File: src/rtl/brcond_pkg.sv
package brcond_pkg;

  localparam int COND_W = 4;

  typedef enum logic [1:0] {
    LM_JUMP     = 2'd0,
    LM_PLAIN    = 2'd1,
    LM_WHILE_Z  = 2'd2,
    LM_WHILE_NZ = 2'd3
  } loop_mode_e;

  typedef struct packed {
    logic cf;
    logic zf;
    logic sf;
    logic of;
    logic pf;
  } flags_t;

  // Per-code decision, written out code by code.
  function automatic logic cond_hit(input logic [COND_W-1:0] code, input flags_t f);
    logic r;
    case (code)
      4'h0: r = f.of;
      4'h1: r = ~f.of;
      4'h2: r = f.cf;
      4'h3: r = ~f.cf;
      4'h4: r = f.zf;
      4'h5: r = ~f.zf;
      4'h6: r = f.cf | f.zf;
      4'h7: r = ~f.cf & ~f.zf;
      4'h8: r = f.sf;
      4'h9: r = ~f.sf;
      4'hA: r = f.pf;
      4'hB: r = ~f.pf;
      4'hC: r = f.sf ^ f.of;
      4'hD: r = ~(f.sf ^ f.of);
      4'hE: r = f.zf | (f.sf ^ f.of);
      default: r = ~f.zf & ~(f.sf ^ f.of);
    endcase
    return r;
  endfunction

  // Zero-flag qualifier for the loop variants.
  function automatic logic loop_qual(input loop_mode_e m, input logic zf);
    logic r;
    case (m)
      LM_WHILE_Z:  r = zf;
      LM_WHILE_NZ: r = ~zf;
      default:     r = 1'b1;
    endcase
    return r;
  endfunction

endpackage

File: src/rtl/bl_cond_decode.sv
module bl_cond_decode
  import brcond_pkg::*;
(
  input  logic [COND_W-1:0] code,
  input  flags_t            flags,
  output logic              hit
);
  always_comb hit = cond_hit(code, flags);
endmodule

File: src/rtl/bl_loop_step.sv
module bl_loop_step
  import brcond_pkg::*;
#(
  parameter int CNT_W = 16
) (
  input  logic [CNT_W-1:0] cnt_cur,
  input  loop_mode_e       mode,
  input  logic             zf,
  output logic [CNT_W-1:0] cnt_dec,
  output logic             cnt_nz,
  output logic             hit
);
  localparam logic [CNT_W-1:0] ONE = {{(CNT_W-1){1'b0}}, 1'b1};

  always_comb begin
    cnt_dec = cnt_cur - ONE;
    cnt_nz  = |cnt_dec;
    hit     = cnt_nz & loop_qual(mode, zf);
  end
endmodule

File: src/rtl/branch_loop_eval.sv
module branch_loop_eval
  import brcond_pkg::*;
#(
  parameter int CNT_W = 16
) (
  input  logic              clk,
  input  logic              rst_n,
  input  logic              op_valid,
  input  logic [3:0]        cond_code,
  input  logic              flag_cf,
  input  logic              flag_zf,
  input  logic              flag_sf,
  input  logic              flag_of,
  input  logic              flag_pf,
  input  logic [1:0]        loop_mode,
  input  logic [CNT_W-1:0]  count_in,
  output logic              taken,
  output logic [CNT_W-1:0]  count_out
);
  flags_t           flags_w;
  loop_mode_e       mode_w;
  logic             jump_hit;
  logic             loop_hit;
  logic             cnt_nz;
  logic [CNT_W-1:0] cnt_next;
  logic             is_loop;
  logic             cnt_we;
  logic             take_next;

  always_comb begin
    flags_w = '{cf: flag_cf, zf: flag_zf, sf: flag_sf, of: flag_of, pf: flag_pf};
    mode_w  = loop_mode_e'(loop_mode);
  end

  bl_cond_decode u_dec (
    .code  (cond_code),
    .flags (flags_w),
    .hit   (jump_hit)
  );

  bl_loop_step #(.CNT_W(CNT_W)) u_step (
    .cnt_cur (count_in),
    .mode    (mode_w),
    .zf      (flag_zf),
    .cnt_dec (cnt_next),
    .cnt_nz  (cnt_nz),
    .hit     (loop_hit)
  );

  always_comb begin
    is_loop   = (mode_w != LM_JUMP);
    cnt_we    = op_valid & is_loop;
    take_next = op_valid & (is_loop ? loop_hit : jump_hit);
  end

  always_ff @(posedge clk or negedge rst_n) begin
    if (!rst_n) begin
      taken     <= 1'b0;
      count_out <= '0;
    end else begin
      taken <= take_next;
      if (cnt_we) count_out <= cnt_next;
    end
  end
endmodule

File: config.mk
export PLATFORM = sky130hd
export DESIGN_NAME = branch_loop_eval
export DESIGN_NICKNAME = d
export VERILOG_FILES = /design/src/rtl/brcond_pkg.sv /design/src/rtl/bl_cond_decode.sv /design/src/rtl/bl_loop_step.sv /design/src/rtl/branch_loop_eval.sv
export SDC_FILE = /design/constraint.sdc
export NUM_CORES = 1
export LEC_CHECK = 0
export BUFFER_PORTS_ARGS = -buffer_cell sky130_fd_sc_hd__buf_4
export CAP_MARGIN = 20
export CORE_MARGIN = 3
export CORE_UTILIZATION = 48
export DETAILED_ROUTE_END_ITERATION = 12
export PLACE_DENSITY_LB_ADDON = 0.12
export SLEW_MARGIN = 20
export SYNTH_ARGS = -nofsm -noshare
export SYNTH_HDL_FRONTEND = slang
export SYNTH_SLANG_ARGS = --single-unit
export TNS_END_PERCENT = 1
File: constraint.sdc
create_clock -name clk -period 0.8 [get_ports clk]
set_input_delay 0.08 -clock clk [delete_from_list [all_inputs] [get_ports clk]]
set_output_delay 0.08 -clock clk [all_outputs]
set_load 0.02 [all_outputs]
==> impl_metrics.ini <==
[outcome]
status = finished with violations
violations = setup timing

[clock_tree]
clockRootBuffer = clkbuf_4
cts_max_path_buffers = 2
cts-buffers-inserted = 3
htreeDepth = 1
clk_latency_ns = 0.29
clock_sinks = 17
clkSlewWorstSetupHoldPaths_ns = 0.11
cts_tree = built

[floorplanning]
io_pins = 47
core_um2 = 2300
num_rows = 17
initial_utilization = 0.527
die_w_um = 56.2
die_y_um = 56.2
die-area_um2 = 3160

[logic_synthesis]
synthMuxAreaShare = 0.0186
synthArstFlopShare = 1.00
syn_area_um2 = 1210
synth-simple-area-share = 0.243
synth_common_cells = 24 x nand2_1, 17 x dfrtp_1, 16 x o21ai_0
synth-edff-count = 0
synth_top_area_frac = 0.352
synth-compound-area-share = 0.170
ys_ff_latch = 17
synth_top_family_by_area = simple AND/OR/NAND/NOR gates
ys.flop_type = dfrtp_1
synth_cells = 141
yosysTopAreaCell = dfrtp_1
synth_warnings = 0
synth_area_leaders = dfrtp_1 35%, xnor2_1 9.4%, nand2_1 7.4%
synth_xor_area_frac = 0.130
synth_cell_types = 37
synth_adder_area_share = 0.0207
synth_nets = 173
avgSynthCellArea_um2 = 8.58
ys_seq_area_frac = 0.352
synth_most_common_cell = nand2_1

[layout]
multi_input_area_um2 = 790
finish.utilization = 0.870
drive_gt1_frac = 0.464
fillers = 124
stdcell_count = 250
antenna_cells = 0
seqCellArea_um2 = 425
num-nets-final = 255
area_delta_synth_final_pct = 65.2

[min_path]
hold_class = input port to flip-flop

[global_routing]
overflow = 0
grt_pass1_wl_mm = 6.10
antenna_found_initial = 0
grt_pass1_vias = 1411
grt_util_all_layers = 0.239
grt_max_degree = 19

[sta]
tightest_slew_ns = 0.325
timing.final.hold_violations = 0
period_share = 1.98
fin_crit_ns = 1.58
slew_headroom = 0.781
slew_viol_final = 0
finalClockSkew_ns = 0
worst_slack_ns = -0.785
fmax_mhz = 631
setup_violations = 29
rsz0062_at_grt = true

[setup_path]
cp.arrival_ns = 1.77
worstSetupStartpointType = input port
path_class = input port to flip-flop
cp-end-kind = flip-flop
cp_max_fo = 4
reg2reg_slack_ns = 0.12
cp.required_ns = 0.98

[detailed_routing]
dr.pass1.iters = 4
vias = 1380
drtIter0Drc = 39
via_per_inst = 5.52
ant_nets = 0
wl_per_cell_um = 14.9
wl_mm = 3.73
drcViolationCount = 0

[pwr]
leakage_nw = 0.911
power_density_nw_per_um2 = 1270
vdd_drop_max_v = 0.000867
finalPower_w = 0.00255

[place]
dp_slack_ns = -1.17
place_congestion = 0.846
io_buffers = 46
place_hpwl_mm = 2.76
place_inst = 244

[job]
cap_violations = 0
cell families after synthesis:
logic type / count (synthesis)
xor gates and xnor gates: 18
buffers and inverters: 11
DFF: 17
adders and majority gates: 2
AOI/OAI and AO/OA: 35
and+or+nand+nor: 57
muxes: 1
cell usage in the layout (no fill, tap or decap), drive strengths merged, types with 5 or more instances in the layout:
cell type / n
buf: 81
nand2: 25
o21ai: 23
dfrtp: 17
xnor2: 13
nor2: 8
inv: 6
xor2: 5
nor3: 5
nor4: 5
critical path, cell delays in order:
cell     delay [ns]
buf_8          0.10
inv_6          0.05
ha_4           0.13
or4b_4         0.47
nor3_4         0.23
nand2_2        0.10
or3_1          0.34
xnor2_1        0.18
o21ai_1        0.09
path summary, 6_finish.rpt:
check,from,to,depth (start not counted)
setup reg to reg,count_out[5]$_DFFE_PN0P_,count_out[5]$_DFFE_PN0P_,2
max in group asynchronous,rst_n,count_out[11]$_DFFE_PN0P_,2
hold / removal,op_valid,taken$_DFF_PN0_,3
min in group asynchronous,rst_n,count_out[7]$_DFFE_PN0P_,2
hold reg to reg,count_out[13]$_DFFE_PN0P_,count_out[13]$_DFFE_PN0P_,2
setup / recovery,count_in[1],count_out[12]$_DFFE_PN0P_,9
power by group:
group | switching, W | total (W) | leakage (nW) | internal [W]
clock network | 0.000296 | 0.000482 | 0.0177 | 0.000186
logic | 0.000491 | 0.00102 | 0.684 | 0.000531
registers | 0.0000773 | 0.00104 | 0.209 | 0.000965
total | 0.000864 | 0.00255 | 0.911 | 0.00168
metrics by stage:
| stage | cell area [um2] | hold WS, ns | setup TNS [ns] |
|---|---|---|---|
| 2_1_floorplan | 1220 | -0.216 | -7.35 |
| 3_3_place_gp | 1800 | -0.0474 | -9.99 |
| 3_5_place_dp | 1800 | -0.0396 | -10.62 |
| 4_1_cts | 1970 | 0.0515 | -6.94 |
| 5_1_grt | 2000 | 0.0420 | -8.51 |
| 6_report | 2000 | 0.0590 | -7.34 |
timing repair:
action / in CTS / in global routing
pin swaps: 4 / 1
hold buffers: 1 / 0
endpoints found under the hold margin: 17 / 0
setup endpoints to repair: 29 / 29
buffers inserted: 1 / 0
gates resized for setup: 32 / 5
state kept, by name (all words and copies together), names as in the netlist:
| register | cells |
|---|---|
| count_out | 16 |
| taken | 1 |
area by class of cell:
type | instances | share of cell area
Clock buffer | 3 | 0.0113
Clock inverter | 1 | 0.00250
Inverter | 6 | 0.0138
Timing Repair Buffer | 82 | 0.347
Tap cell | 28 | 0.0175
Multi-Input combinational cell | 113 | 0.395
Sequential cell | 17 | 0.213
per-layer routing:
layer | global-route usage | share of wire | vias up
li1 | - | - | 655
met1 | 0.284 | 0.39 | 644
met2 | 0.434 | 0.53 | 75
met3 | 0.0348 | 0.070 | 6
met4 | 0.0780 | 0.014 | 0
met5 | 0 | 0 | -
Note: power is estimated with default switching activity, not from simulation.
